`config.mk`:
```
export PLATFORM = sky130hd
export DESIGN_NAME = console_seq
export DESIGN_NICKNAME = d
export VERILOG_FILES = /design/src/rtl/console_pkg.sv /design/src/rtl/console_edge.sv /design/src/rtl/console_merge.sv /design/src/rtl/console_psw.sv /design/src/rtl/console_seq.sv
export SDC_FILE = /design/constraint.sdc
export NUM_CORES = 1
export LEC_CHECK = 0
export BUFFER_PORTS_ARGS = -buffer_cell sky130_fd_sc_hd__buf_2
export CAP_MARGIN = 25
export CORE_MARGIN = 3
export CORE_UTILIZATION = 55
export DETAILED_ROUTE_END_ITERATION = 10
export GPL_TIMING_DRIVEN = 1
export PLACE_DENSITY_LB_ADDON = 0.08
export SYNTH_ARGS = -nofsm -noshare
export SYNTH_HDL_FRONTEND = slang
export SYNTH_HIERARCHICAL = 1
export SYNTH_SLANG_ARGS = --single-unit
```
`constraint.sdc`:
```
create_clock -name clk -period 6.8 [get_ports clk]
set_clock_uncertainty 0.15 [all_clocks]
set_input_delay 0.68 -clock clk [delete_from_list [all_inputs] [get_ports clk]]
set_output_delay 0.68 -clock clk [all_outputs]
set_load 0.02 [all_outputs]
```
`src/rtl/console_pkg.sv`:
```
package console_pkg;
  typedef enum logic [2:0] {CM_NONE, CM_LOAD, CM_EXAM, CM_DEP, CM_HRST} cmd_t;
  typedef enum logic [1:0] {PV_NONE, PV_EXAM, PV_DEP} prev_t;
  typedef enum logic [1:0] {ST_IDLE, ST_SHOW, ST_BUS, ST_LOCAL} st_t;

  localparam int UW = 9;
  localparam logic [UW-1:0] US_IDLE  = 9'o170;
  localparam logic [UW-1:0] US_EXAM  = 9'o070;
  localparam logic [UW-1:0] US_XSTEP = 9'o071;
  localparam logic [UW-1:0] US_DEP   = 9'o073;
  localparam logic [UW-1:0] US_DSTEP = 9'o074;
  localparam logic [UW-1:0] US_LOAD  = 9'o016;
  localparam logic [UW-1:0] US_HRST  = 9'o015;
endpackage

```
`src/rtl/console_edge.sv`:
```
module console_edge #(
  parameter int N = 5
) (
  input  logic         clk,
  input  logic         rst,
  input  logic [N-1:0] lvl,
  output logic [N-1:0] rise
);
  logic [N-1:0] q;

  always_ff @(posedge clk) begin
    if (rst) q <= '0;
    else     q <= lvl;
  end

  for (genvar i = 0; i < N; i++) begin : g_edge
    assign rise[i] = lvl[i] & ~q[i];
  end
endmodule

```
`src/rtl/console_merge.sv`:
```
module console_merge
  import console_pkg::*;
#(
  parameter int            AW         = 18,
  parameter logic [AW-1:0] STEP_LIMIT = 18'o777700,
  parameter int            STEP       = 2
) (
  input  cmd_t            cmd,
  input  prev_t           prev,
  input  logic [AW-1:0]   addr,
  output logic [UW-1:0]   code,
  output logic [AW-1:0]   next_addr
);
  localparam logic [AW-1:0] STEP_V = AW'(STEP);

  logic again;
  logic at_top;

  always_comb begin
    again  = (cmd == CM_EXAM && prev == PV_EXAM) || (cmd == CM_DEP && prev == PV_DEP);
    at_top = (addr >= STEP_LIMIT);
    next_addr = (again && !at_top) ? addr + STEP_V : addr;
    case (cmd)
      CM_EXAM: code = again ? US_XSTEP : US_EXAM;
      CM_DEP:  code = again ? US_DSTEP : US_DEP;
      CM_LOAD: code = US_LOAD;
      CM_HRST: code = US_HRST;
      default: code = US_IDLE;
    endcase
  end
endmodule

```
`src/rtl/console_psw.sv`:
```
module console_psw #(
  parameter int DW = 16
) (
  input  logic          clk,
  input  logic          rst,
  input  logic          clr,
  input  logic          we,
  input  logic [DW-1:0] wdata,
  output logic [DW-1:0] q
);
  always_ff @(posedge clk) begin
    if (rst || clr) q <= '0;
    else if (we)    q <= wdata;
  end
endmodule

```
`src/rtl/console_seq.sv`:
```
module console_seq
  import console_pkg::*;
#(
  parameter int            AW         = 18,
  parameter int            DW         = 16,
  parameter logic [AW-1:0] PSW_ADDR   = 18'o777776,
  parameter logic [AW-1:0] STEP_LIMIT = 18'o777700,
  parameter int            STEP       = 2
) (
  input  logic          clk,
  input  logic          rst,
  input  logic          btn_load,
  input  logic          btn_exam,
  input  logic          btn_dep,
  input  logic          btn_halt,
  input  logic          btn_start,
  input  logic [AW-1:0] sw,
  output logic          bus_req,
  output logic          bus_we,
  output logic [AW-1:0] bus_addr,
  output logic [DW-1:0] bus_wdata,
  input  logic [DW-1:0] bus_rdata,
  input  logic          bus_done,
  output logic [DW-1:0] disp_data,
  output logic [AW-1:0] addr_lights,
  output logic [UW-1:0] ustate
);
  localparam int NB = 5;
  localparam int B_LOAD = 0, B_EXAM = 1, B_DEP = 2, B_HALT = 3, B_START = 4;

  logic [NB-1:0] lvl, rise;
  assign lvl = {btn_start, btn_halt, btn_dep, btn_exam, btn_load};

  console_edge #(.N(NB)) u_edge (.clk(clk), .rst(rst), .lvl(lvl), .rise(rise));

  cmd_t cmd;
  always_comb begin
    if (lvl[B_HALT] && lvl[B_START] && (rise[B_HALT] || rise[B_START])) cmd = CM_HRST;
    else if (rise[B_LOAD]) cmd = CM_LOAD;
    else if (rise[B_DEP])  cmd = CM_DEP;
    else if (rise[B_EXAM]) cmd = CM_EXAM;
    else                   cmd = CM_NONE;
  end

  st_t           st;
  prev_t         prev;
  logic [AW-1:0] addr;
  logic [UW-1:0] m_code;
  logic [AW-1:0] m_next;

  console_merge #(.AW(AW), .STEP_LIMIT(STEP_LIMIT), .STEP(STEP)) u_merge (
    .cmd(cmd), .prev(prev), .addr(addr), .code(m_code), .next_addr(m_next)
  );

  logic          psw_clr, psw_we;
  logic [DW-1:0] psw_q;
  assign psw_clr = (st == ST_IDLE) && (cmd == CM_HRST);
  assign psw_we  = (st == ST_LOCAL) && bus_we;

  console_psw #(.DW(DW)) u_psw (
    .clk(clk), .rst(rst), .clr(psw_clr), .we(psw_we), .wdata(bus_wdata), .q(psw_q)
  );

  always_ff @(posedge clk) begin
    if (rst) begin
      st        <= ST_IDLE;
      prev      <= PV_NONE;
      addr      <= '0;
      disp_data <= '0;
      ustate    <= US_IDLE;
      bus_req   <= 1'b0;
      bus_we    <= 1'b0;
      bus_wdata <= '0;
    end else begin
      case (st)
        ST_IDLE: begin
          case (cmd)
            CM_LOAD: begin
              addr   <= sw;
              prev   <= PV_NONE;
              ustate <= m_code;
              st     <= ST_SHOW;
            end
            CM_HRST: begin
              prev   <= PV_NONE;
              ustate <= m_code;
              st     <= ST_SHOW;
            end
            CM_EXAM, CM_DEP: begin
              addr      <= m_next;
              ustate    <= m_code;
              prev      <= (cmd == CM_EXAM) ? PV_EXAM : PV_DEP;
              bus_we    <= (cmd == CM_DEP);
              bus_wdata <= sw[DW-1:0];
              if (m_next == PSW_ADDR) begin
                st <= ST_LOCAL;
              end else begin
                st      <= ST_BUS;
                bus_req <= 1'b1;
              end
            end
            default: ;
          endcase
        end
        ST_SHOW: begin
          st     <= ST_IDLE;
          ustate <= US_IDLE;
        end
        ST_LOCAL: begin
          if (!bus_we) disp_data <= psw_q;
          st     <= ST_IDLE;
          ustate <= US_IDLE;
        end
        ST_BUS: begin
          if (bus_done) begin
            bus_req <= 1'b0;
            if (!bus_we) disp_data <= bus_rdata;
            st     <= ST_IDLE;
            ustate <= US_IDLE;
          end
        end
        default: begin
          st     <= ST_IDLE;
          ustate <= US_IDLE;
        end
      endcase
    end
  end

  assign bus_addr    = addr;
  assign addr_lights = addr;
endmodule

```
# Yosys cells after proc, flatten, opt, wreduce, memory -nomap -nowiden
# Cells that the tools add are included.
# word_totals
reg_bits,86
word_cells,92
# op_classes
add_sub_neg,1
magnitude_cmp,1
eq_ne,17
muxes,26
bitwise,10
reduce_logical,27
# ops
operator,count
two-way mux 16 bit,3
case mux 18 bit (2 select lines),1
case mux 9 bit (4 select lines),1
case mux 16 bit (2 select lines),1
case mux 9 bit (3 select lines),1
"adder 18 x 2 -> 18 bit, second input constant",1
"== test 18 bit, second input constant",1
">= comparator 18 bit, second input constant",1
two-way mux 18 bit,1
two-way mux 9 bit,2
two-way mux 2 bit,5
"inequality test 2 bit, second input constant",5
AND reduction 2 bit,5
case mux 2 bit (2 select lines),2
AND reduction 4 bit,2
nonzero test 2 bit,4
logical AND 1 bit,7
"== test 2 bit, second input constant",3
"== test 3 x 2 -> 1 bit, second input constant",2
two-way mux 3 bit,2
case mux 2 bit (3 select lines),1
OR reduction 2 bit,3
AND 1 bit,5
two-way mux 1 bit,5
other kinds (11),18

# Logic depth before layout (Yosys ltp)
# Gate-level depths: netlist of run 1.
# logic_depth
ltp_word,15
mapped_depth,14
ltp_nobuf,12

# Modules after synthesis
# Netlist of run 1, hierarchy kept.
# modules_own_cells
mod,n_inst,cells_per_inst,area_each_um2,seq_area_each_um2
console_seq,1,310,2997.9,1301.2
console_psw,1,53,581.8,320.3
console_merge,1,81,570.5,0.0
console_edge,1,15,162.7,100.1

# Least setup slack after synthesis of run 1
# Ideal clock, no wire load.
# synth_timing
path_kind,input to register
from,in btn_start
to,reg bus_req
t_arrival_ns,3.114
path_slack_ns,3.421
path_stages,14
cell_sequence,nor2b_1 -> o211ai_4 -> inv_4 -> nor2_2 -> buf_6 -> nor2b_1 -> o21ai_1 -> buf_2 -> nor4_1 -> xor2_1 -> nand4_1 -> nor3_1 -> a21oi_1 -> o21a_1
# synth_between
elab_chain_cells,12
elab_cells_between_ends,17
# synth_lines
item,line,source
from (decl),console_seq.sv:16,"input logic btn_start,"
AND 1 bit,console_edge.sv:17,assign rise[i] = lvl[i] & ~q[i];
logical OR 1 bit,console_seq.sv:38,if (lvl[B_HALT] && lvl[B_START] && (rise[B_HALT] || rise[B_START])) cmd = CM_HRST;
logical AND 1 bit *,console_seq.sv:38,
two-way mux 3 bit *,console_seq.sv:38,
net cmd[2],console_seq.sv:36,cmd_t cmd;
== test 3 x 2 -> 1 bit,console_merge.sv:20,again = (cmd == CM_EXAM && prev == PV_EXAM) || (cmd == CM_DEP && prev == PV_DEP);
logical AND 1 bit,console_merge.sv:20,
logical OR 1 bit *,console_merge.sv:20,
logical AND 1 bit *,console_merge.sv:22,next_addr = (again && !at_top) ? addr + STEP_V : addr;
two-way mux 18 bit *,console_merge.sv:22,
net m_next[10],console_seq.sv:49,logic [AW-1:0] m_next;
== test 18 bit *,console_seq.sv:95,if (m_next == PSW_ADDR) begin
inequality test 2 bit (no line) *,-,
AND reduction 4 bit (no line) *,-,
to (signal assigned),console_seq.sv:71,bus_req <= 1'b0;
to (signal assigned),console_seq.sv:99,bus_req <= 1'b1;
to (signal assigned),console_seq.sv:116,bus_req <= 1'b0;
to (decl),console_seq.sv:18,"output logic bus_req,"
# Mark *: on every way through the listed nets, which the timed path passes. The rest lies on a longest branch.
# A chain may end at the register's enable or synchronous reset.

# Final worst setup path of run 1
# layout_timing
from,in btn_start
to,reg bus_req
# layout_between
elab_chain_cells,12
elab_cells_between_ends,17
# layout_lines
item,line,source
AND 1 bit *,console_edge.sv:17,
net rise[4],console_seq.sv:31,"logic [NB-1:0] lvl, rise;"
logical OR 1 bit *,console_seq.sv:38,
logical AND 1 bit *,console_seq.sv:38,
two-way mux 3 bit *,console_seq.sv:38,
net cmd[2],console_seq.sv:36,
== test 3 x 2 -> 1 bit,console_merge.sv:20,
logical AND 1 bit,console_merge.sv:20,
logical OR 1 bit *,console_merge.sv:20,
logical AND 1 bit *,console_merge.sv:22,
two-way mux 18 bit *,console_merge.sv:22,
net m_next[6],console_seq.sv:49,
== test 18 bit *,console_seq.sv:95,
inequality test 2 bit (no line) *,-,
AND reduction 4 bit (no line) *,-,
# Marks and branches as above.

==> results of run 1 <==
-- synthesized netlist by cell type, types with 8 or more instances --
cell	number	area share [%]
sky130_fd_sc_hd__nand2_1	41	3.6
sky130_fd_sc_hd__nor2b_1	12	1.7
sky130_fd_sc_hd__nor3_1	14	1.6
sky130_fd_sc_hd__dfxtp_1	86	40
sky130_fd_sc_hd__buf_6	8	2.1
sky130_fd_sc_hd__mux2i_1	50	12
sky130_fd_sc_hd__xor2_1	15	3.0
sky130_fd_sc_hd__nor2_1	55	4.8
sky130_fd_sc_hd__a211oi_1	22	3.8
sky130_fd_sc_hd__a21oi_1	23	2.7
sky130_fd_sc_hd__a211oi_2	12	3.5
sky130_fd_sc_hd__buf_4	26	4.5
-- routing by layer --
metal	up-vias	global-route usage (%)
li1	1768	-
met1	1678	26.7
met2	89	40.0
met3	9	5.74
met4	0	6.13
met5	-	0
-- layout make-up --
| cell class | count | area [um2] | share of cell area (%) |
|---|---|---|---|
| clock buffers | 10 | 138 | 2.78 |
| clock inverters | 6 | 92.6 | 1.87 |
| inverters | 3 | 13.8 | 0.278 |
| multi-input cells | 323 | 2210 | 44.7 |
| flip-flops and latches | 86 | 1720 | 34.8 |
| well taps | 99 | 124 | 2.50 |
| repair buffers | 125 | 646 | 13.1 |
-- worst register-to-register path, cell delays in order (launching register included) --
cell                       delay [ns]
sky130_fd_sc_hd__dfxtp_1         0.31
sky130_fd_sc_hd__nor2b_1         0.32
sky130_fd_sc_hd__o21bai_1        0.21
sky130_fd_sc_hd__nor2_2          0.11
sky130_fd_sc_hd__buf_4           0.34
sky130_fd_sc_hd__nor2b_1         0.23
sky130_fd_sc_hd__o21ai_1         0.15
sky130_fd_sc_hd__buf_4           0.22
sky130_fd_sc_hd__nor3_1          0.23
sky130_fd_sc_hd__xor2_1          0.28
sky130_fd_sc_hd__nand4_1         0.18
sky130_fd_sc_hd__nor3_1          0.34
sky130_fd_sc_hd__a21oi_1         0.13
sky130_fd_sc_hd__o21a_1          0.19
-- state kept, by name, summed over array words and instances, names as in the netlist --
name	cells
bus_we	1
ustate	9
bus_wdata	16
addr_lights	18
disp_data	16
st	2
u_edge/q	5
bus_req	1
prev	2
u_psw/q	16
-- power by group through the flow --
stage          Combinational (mW)  Sequential [mW]  Clock [mW]
6_report                    0.330            0.597       0.413
5_1_grt                     0.359            0.605       0.443
4_1_cts                     0.330            0.597       0.419
3_5_place_dp                0.330            0.608           0
3_3_place_gp                0.325            0.607           0
2_1_floorplan               0.227            0.645           0
-- cells by family (layout without fill, tap and decap cells) --
| kind of cell | after synthesis | count (layout) | synth area share [%] |
|---|---|---|---|
| buffers and inverters | 51 | 144 | 9.05 |
| other | 2 | 3 | 0.174 |
| multiplexers | 52 | 52 | 12.2 |
| AO/OA/AOI/OAI | 81 | 81 | 14.9 |
| adder cells (fa/ha/maj) | 1 | 1 | 0.290 |
| AND/OR/NAND/NOR | 171 | 171 | 20.5 |
| flip-flops | 86 | 86 | 39.9 |
| XOR/XNOR | 15 | 15 | 3.05 |
-- through the flow --
| stage | utilization [%] | instances | area, um2 |
|---|---|---|---|
| floorplan | - | 460 | 4320 |
| global placement | 63.0 | 634 | 4690 |
| detailed placement | 63.0 | 634 | 4690 |
| CTS | 66.1 | 650 | 4920 |
| global route | 66.4 | 652 | 4950 |
| finish | 66.4 | 652 | 4950 |
-- worst max path at each step --
stage / startpoint / to / depth (start not counted)
after CTS: btn_start / bus_req$_SDFFE_PP0P_ / 14
after detailed placement: btn_start / bus_req$_SDFFE_PP0P_ / 14
after global placement: btn_start / bus_req$_SDFFE_PP0P_ / 14
after global routing: btn_start / bus_req$_SDFFE_PP0P_ / 15
final: btn_start / bus_req$_SDFFE_PP0P_ / 15
after floorplan: btn_start / bus_req$_SDFFE_PP0P_ / 14
==> impl_metrics.ini, run 1 <==
[run_status]
result_of_the_run = completed

[sta]
whs_ns = 0.313
fin_crit_sh_pct = 54.0
relSlewSlack_pct = 49.8
slew_viol_final = 0
rsz0062_at_grt = false
max_slew.worst_pin.slew_ns = 0.754
postLayoutSetupSlackWorst_ns = 3.13
layout_min_cycle_time_ns = 3.67
maxClockFrequency_ghz = 0.272
totalNegativeSetupSlack_ns = 0
hold_violations = 0
count_of_endpoints_failing_setup_in_the_final_report = 0

[cts]
root_buffer = sky130_fd_sc_hd__clkbuf_8
buffer_depth_of_the_longest_clock_path = 2
tritoncts.num_buffers = 9
clk-insertion-delay-late_ns = 0.36
worst_setup_hold_path_clk_slew_ns = 0.09
post-cts-setup-buffers = 0
tritoncts = done
number_of_h_tree_levels = 3
clock-sinks = 86
cts_repair_resize_count = 0
cts_hold_buffers = 0

[critical_path]
crit_path_cell_trace = buf_2 > nor2b_1 > o211ai_4 > inv_4 > nor2_2 > buf_4 > nor2b_1 > o21ai_1 > buf_4 > nor3_1 > xor2_1 > nand4_1 > nor3_1 > a21oi_1 > o21a_1
crit_path_max_fanout = 23
worst_r2r_startpoint = u_edge/q[1]$_SDFF_PP0_
critical_path.startpoint_type = primary input
ff2ff_path_depth = 13
timing.critical_path.arrival_ns = 3.77
timing.critical_path.buf_inv = 4
critical_path_data_required_time_ns = 6.90
critPathSlowestCell = sky130_fd_sc_hd__buf_4
regToRegSetupSlack_ns = 3.29
critPathKind = in2reg
critical-path-top-delay-family = simple AND/OR/NAND/NOR gates
nature_of_the_critical_path_endpoint = flop
worstReg2RegEnd = bus_req$_SDFFE_PP0P_
max_stage_delay_ns = 0.34

[cells_and_area]
syn2layout_area_growth_pct = 14.7
final_common_cell = sky130_fd_sc_hd__buf_2
most_frequent_cells_in_the_layout = sky130_fd_sc_hd__buf_2 (120), sky130_fd_sc_hd__dfxtp_1 (86), sky130_fd_sc_hd__nor2_1 (55)
n_antenna_cell = 0
layout-drive-gt1-share_pct = 31.8
nNetsFinal = 591
final.fill_count = 704

[placement]
buffer_ports.inserted = 120
dp_hpwl_um = 7170
globalplace.congestion = 0.863
dpl_worst_slack_ns = 2.60

[floorplan]
io_pins = 121
dieArea_um2 = 8940
chipWidth_um = 94.6
design.core.area_um2 = 7450
placementRows = 31
dieHeight_um = 94.6
floorplan.initialDensity_pct = 57.9

[power]
fraction_of_power_consumed_by_combinational_cells_pct = 24.6
switching_power_uw = 450
p_seq_share_pct = 44.6
cellPowerDensity_nw_per_um2 = 271
static-leakage-power_nw = 2.09
internal_power_uw = 889
switching_fraction_of_total_power_pct = 33.6
power.share.clock_pct = 30.8
total_power_mw = 1.34
vdd.ir_drop.worst_mv = 0.193

[logic_synthesis]
synth-seq-area-share_pct = 39.9
yosysWarnings = 6
synthFlopType = sky130_fd_sc_hd__dfxtp_1
number_of_flops_mapped_to_enable_cells_by_yosys = 0
asyncSetResetFlopFracSynth_pct = 0
syn_avg_cell_area_um2 = 9.40
synth.lib_cells_used.distinct = 60
yosys_register_bits = 86
mappedNetlistArea_um2 = 4310
post_synth_inst_count = 459

[drt]
drt-wirelength-per-cell_um = 15.2
topRoutingLayerUsed = met4
routed_wl_um = 9890
wirelength_met1_um = 4270
met3RoutedLength_um = 546
vias = 3544
route.detailed.drc = 0
initialDrtViolationCount = 134
drt_pass1_iterations = 5
ant_nets = 0
viasPerCell = 5.44
met2RoutedLength_um = 4960

[global_routing]
grt_pass1_wl_um = 15900
grt_remaining_overflow = 0
antenna_found_initial = 0
grt_pass1_vias = 3302
pin_count_of_the_biggest_net_entering_global_routing = 67
grt_usage_pct = 22.4

[hold_path]
hold_path.class = reg2reg
min_delay_worst_endpoint = ustate[6]$_SDFFE_PP1P_
hold-path-cell-count = 1
worst_hold_startpoint = ustate[6]$_SDFFE_PP1P_

[flow_run]
number_of_maximum_capacitance_constraint_violations = 0
Note: power is estimated with default switching activity, not from simulation.
==> inputs of run 2 (changes only) <==
--- a/config.mk
+++ b/config.mk
@@ -8,7 +8,7 @@
 export BUFFER_PORTS_ARGS = -buffer_cell sky130_fd_sc_hd__buf_2
 export CAP_MARGIN = 25
 export CORE_MARGIN = 3
-export CORE_UTILIZATION = 55
+export CORE_UTILIZATION = 53
 export DETAILED_ROUTE_END_ITERATION = 10
 export GPL_TIMING_DRIVEN = 1
 export PLACE_DENSITY_LB_ADDON = 0.08
==> constraint.sdc (replaced) <==
create_clock -name clk -period 3.44 [get_ports clk]
set_clock_uncertainty 0.15 [all_clocks]
set_input_delay 0.344 -clock clk [delete_from_list [all_inputs] [get_ports clk]]
set_output_delay 0.344 -clock clk [all_outputs]
set_load 0.02 [all_outputs]
==> run 2 against run 1 <==
- clock power increased by 57%
- global-route usage barely moved
- worst setup slack got worse by 2.7 ns
- highest routed layer unchanged
- flip-flop and latch count stayed put
- hold slack worse by 0.24 ns
- sequential power up 98%
- core utilization down 3.4 points
- power grew 86%
- largest power group unchanged
- die area grew 3.5%
- final area fell by 0.48%
- final cell count increased by 1.1%
==> impl_metrics.ini, run 2 (synthesis gave the netlist of run 1 again) <==
[flow_run]
number_of_maximum_capacitance_constraint_violations = 0

[critical_path]
timing.critical_path.arrival_ns = 3.10
crit_path_max_fanout = 9
critical_path_data_required_time_ns = 3.54
nature_of_the_critical_path_endpoint = flop
critPathKind = reg2reg
crit_path_cell_trace = nor2b_1 > o21bai_1 > nor2_2 > nor2b_1 > o21ai_2 > buf_4 > nor3_1 > xor2_1 > nand4_1 > nor3_1 > a21oi_1 > o21a_1
critical_path.startpoint_type = flop
critPathSlowestCell = sky130_fd_sc_hd__dfxtp_1
max_stage_delay_ns = 0.30

[floorplan]
dieHeight_um = 96.2
chipWidth_um = 96.2
placementRows = 32
floorplan.initialDensity_pct = 55.2
design.core.area_um2 = 7810
io_pins = 121
dieArea_um2 = 9260

[cts]
tritoncts.num_buffers = 9
clock-sinks = 86
clk-insertion-delay-late_ns = 0.35
root_buffer = sky130_fd_sc_hd__clkbuf_8
number_of_h_tree_levels = 3
cts_hold_buffers = 0
worst_setup_hold_path_clk_slew_ns = 0.09
buffer_depth_of_the_longest_clock_path = 2
tritoncts = done

[cells_and_area]
n_antenna_cell = 0
nNetsFinal = 595
most_frequent_cells_in_the_layout = sky130_fd_sc_hd__buf_2 (120), sky130_fd_sc_hd__dfxtp_1 (86), sky130_fd_sc_hd__nor2_1 (55)
final.fill_count = 731
layout-drive-gt1-share_pct = 32.1
largest_register_ff_count = 18
syn2layout_area_growth_pct = 14.1
postLayoutCoreUtil_pct = 63.0
final_common_cell = sky130_fd_sc_hd__buf_2

[sta]
fin_crit_sh_pct = 87.2
maxClockFrequency_ghz = 0.333
relSlewSlack_pct = 50.9
hold_violations = 0
max_slew.worst_pin.slew_ns = 0.737
totalNegativeSetupSlack_ns = 0
rsz0062_at_grt = false
slew_viol_final = 0
postLayoutSetupSlackWorst_ns = 0.440
count_of_endpoints_failing_setup_in_the_final_report = 0
layout_min_cycle_time_ns = 3.00

[run_status]
result_of_the_run = completed

[power]
cellPowerDensity_nw_per_um2 = 506
internal_power_mw = 1.61
p_seq_share_pct = 47.3
total_power_mw = 2.49
power.share.clock_pct = 26.0
fraction_of_power_consumed_by_combinational_cells_pct = 26.7
vdd.ir_drop.worst_mv = 0.236
switching_power_uw = 879
static-leakage-power_nw = 2.08
switching_fraction_of_total_power_pct = 35.3

[drt]
drt_pass1_iterations = 4
routed_wl_um = 10200
initialDrtViolationCount = 164
ant_nets = 0
vias = 3557
route.detailed.drc = 0
viasPerCell = 5.40
drt-wirelength-per-cell_um = 15.5

[placement]
dpl_worst_slack_ns = 0.149
buffer_ports.inserted = 120
globalplace.congestion = 0.817
dp_hpwl_um = 7560

[global_routing]
grt_usage_pct = 22.5
grt_pass1_vias = 3205
antenna_found_initial = 0
pin_count_of_the_biggest_net_entering_global_routing = 37
grt_pass1_wl_um = 16100
grt_remaining_overflow = 0

[hold_path]
hold_path.class = in2reg
[run 2: critical path, delay by kind of cell (launching register included)]
kind	cells	cell delay [ns]
flip-flops	1	0.30
XOR/XNOR	1	0.22
buffers and inverters	1	0.21
AND/OR/NAND/NOR	6	1.29
AO/OA/AOI/OAI	4	0.71
[run 2: what timing repair did]
action	4_1_cts	5_1_grt
gates resized for setup	0	1
setup buffers	0	0
hold endpoints to repair	0	0
setup endpoints to repair	0	1
[run 2: per-stage QoR]
stage,hold slack [ns],std cells,cell area (um2)
detailed placement,0.296,643,4740
global placement,0.294,643,4740
global route,0.0655,659,4920
CTS,0.0538,659,4920
floorplan,0.266,460,4320
finish,0.0695,659,4920
[run 2: worst paths after layout]
kind / slack, ns / end / from / cells after the start
max: 0.44 / bus_req$_SDFFE_PP0P_ / u_edge/q[2]$_SDFF_PP0_ / 12
min: 0.07 / u_edge/q[2]$_SDFF_PP0_ / btn_dep / 2
max reg2reg: 0.44 / bus_req$_SDFFE_PP0P_ / u_edge/q[2]$_SDFF_PP0_ / 12
min reg2reg: 0.31 / ustate[6]$_SDFFE_PP1P_ / ustate[6]$_SDFFE_PP1P_ / 1
[run 2: routing by layer]
| metal | up-vias | routed length [um] | track usage, % |
|---|---|---|---|
| met4 | 0 | 70 | 5.69 |
| li1 | 1781 | - | - |
| met1 | 1627 | 4780 | 32.5 |
| met5 | - | 0 | 0 |
| met3 | 12 | 750 | 5.00 |
| met2 | 137 | 4620 | 33.8 |
[run 2: power groups by stage]
| stage | combinational, mW | clock, mW | sequential (mW) |
|---|---|---|---|
| 2_1_floorplan | 0.448 | 0 | 1.27 |
| 3_3_place_gp | 0.658 | 0 | 1.20 |
| 3_5_place_dp | 0.667 | 0 | 1.20 |
| 4_1_cts | 0.669 | 0.664 | 1.18 |
| 5_1_grt | 0.727 | 0.701 | 1.19 |
| 6_report | 0.666 | 0.648 | 1.18 |
[run 2: cell type report]
| type | count | area [um2] | area share, % |
|---|---|---|---|
| clock buffers | 12 | 145 | 2.95 |
| repair buffers | 129 | 668 | 13.6 |
| flip-flops and latches | 86 | 1720 | 35.0 |
| inverters | 3 | 13.8 | 0.280 |
| clock inverters | 4 | 31.3 | 0.635 |
| multi-input cells | 323 | 2210 | 45.0 |
| well taps | 102 | 128 | 2.59 |
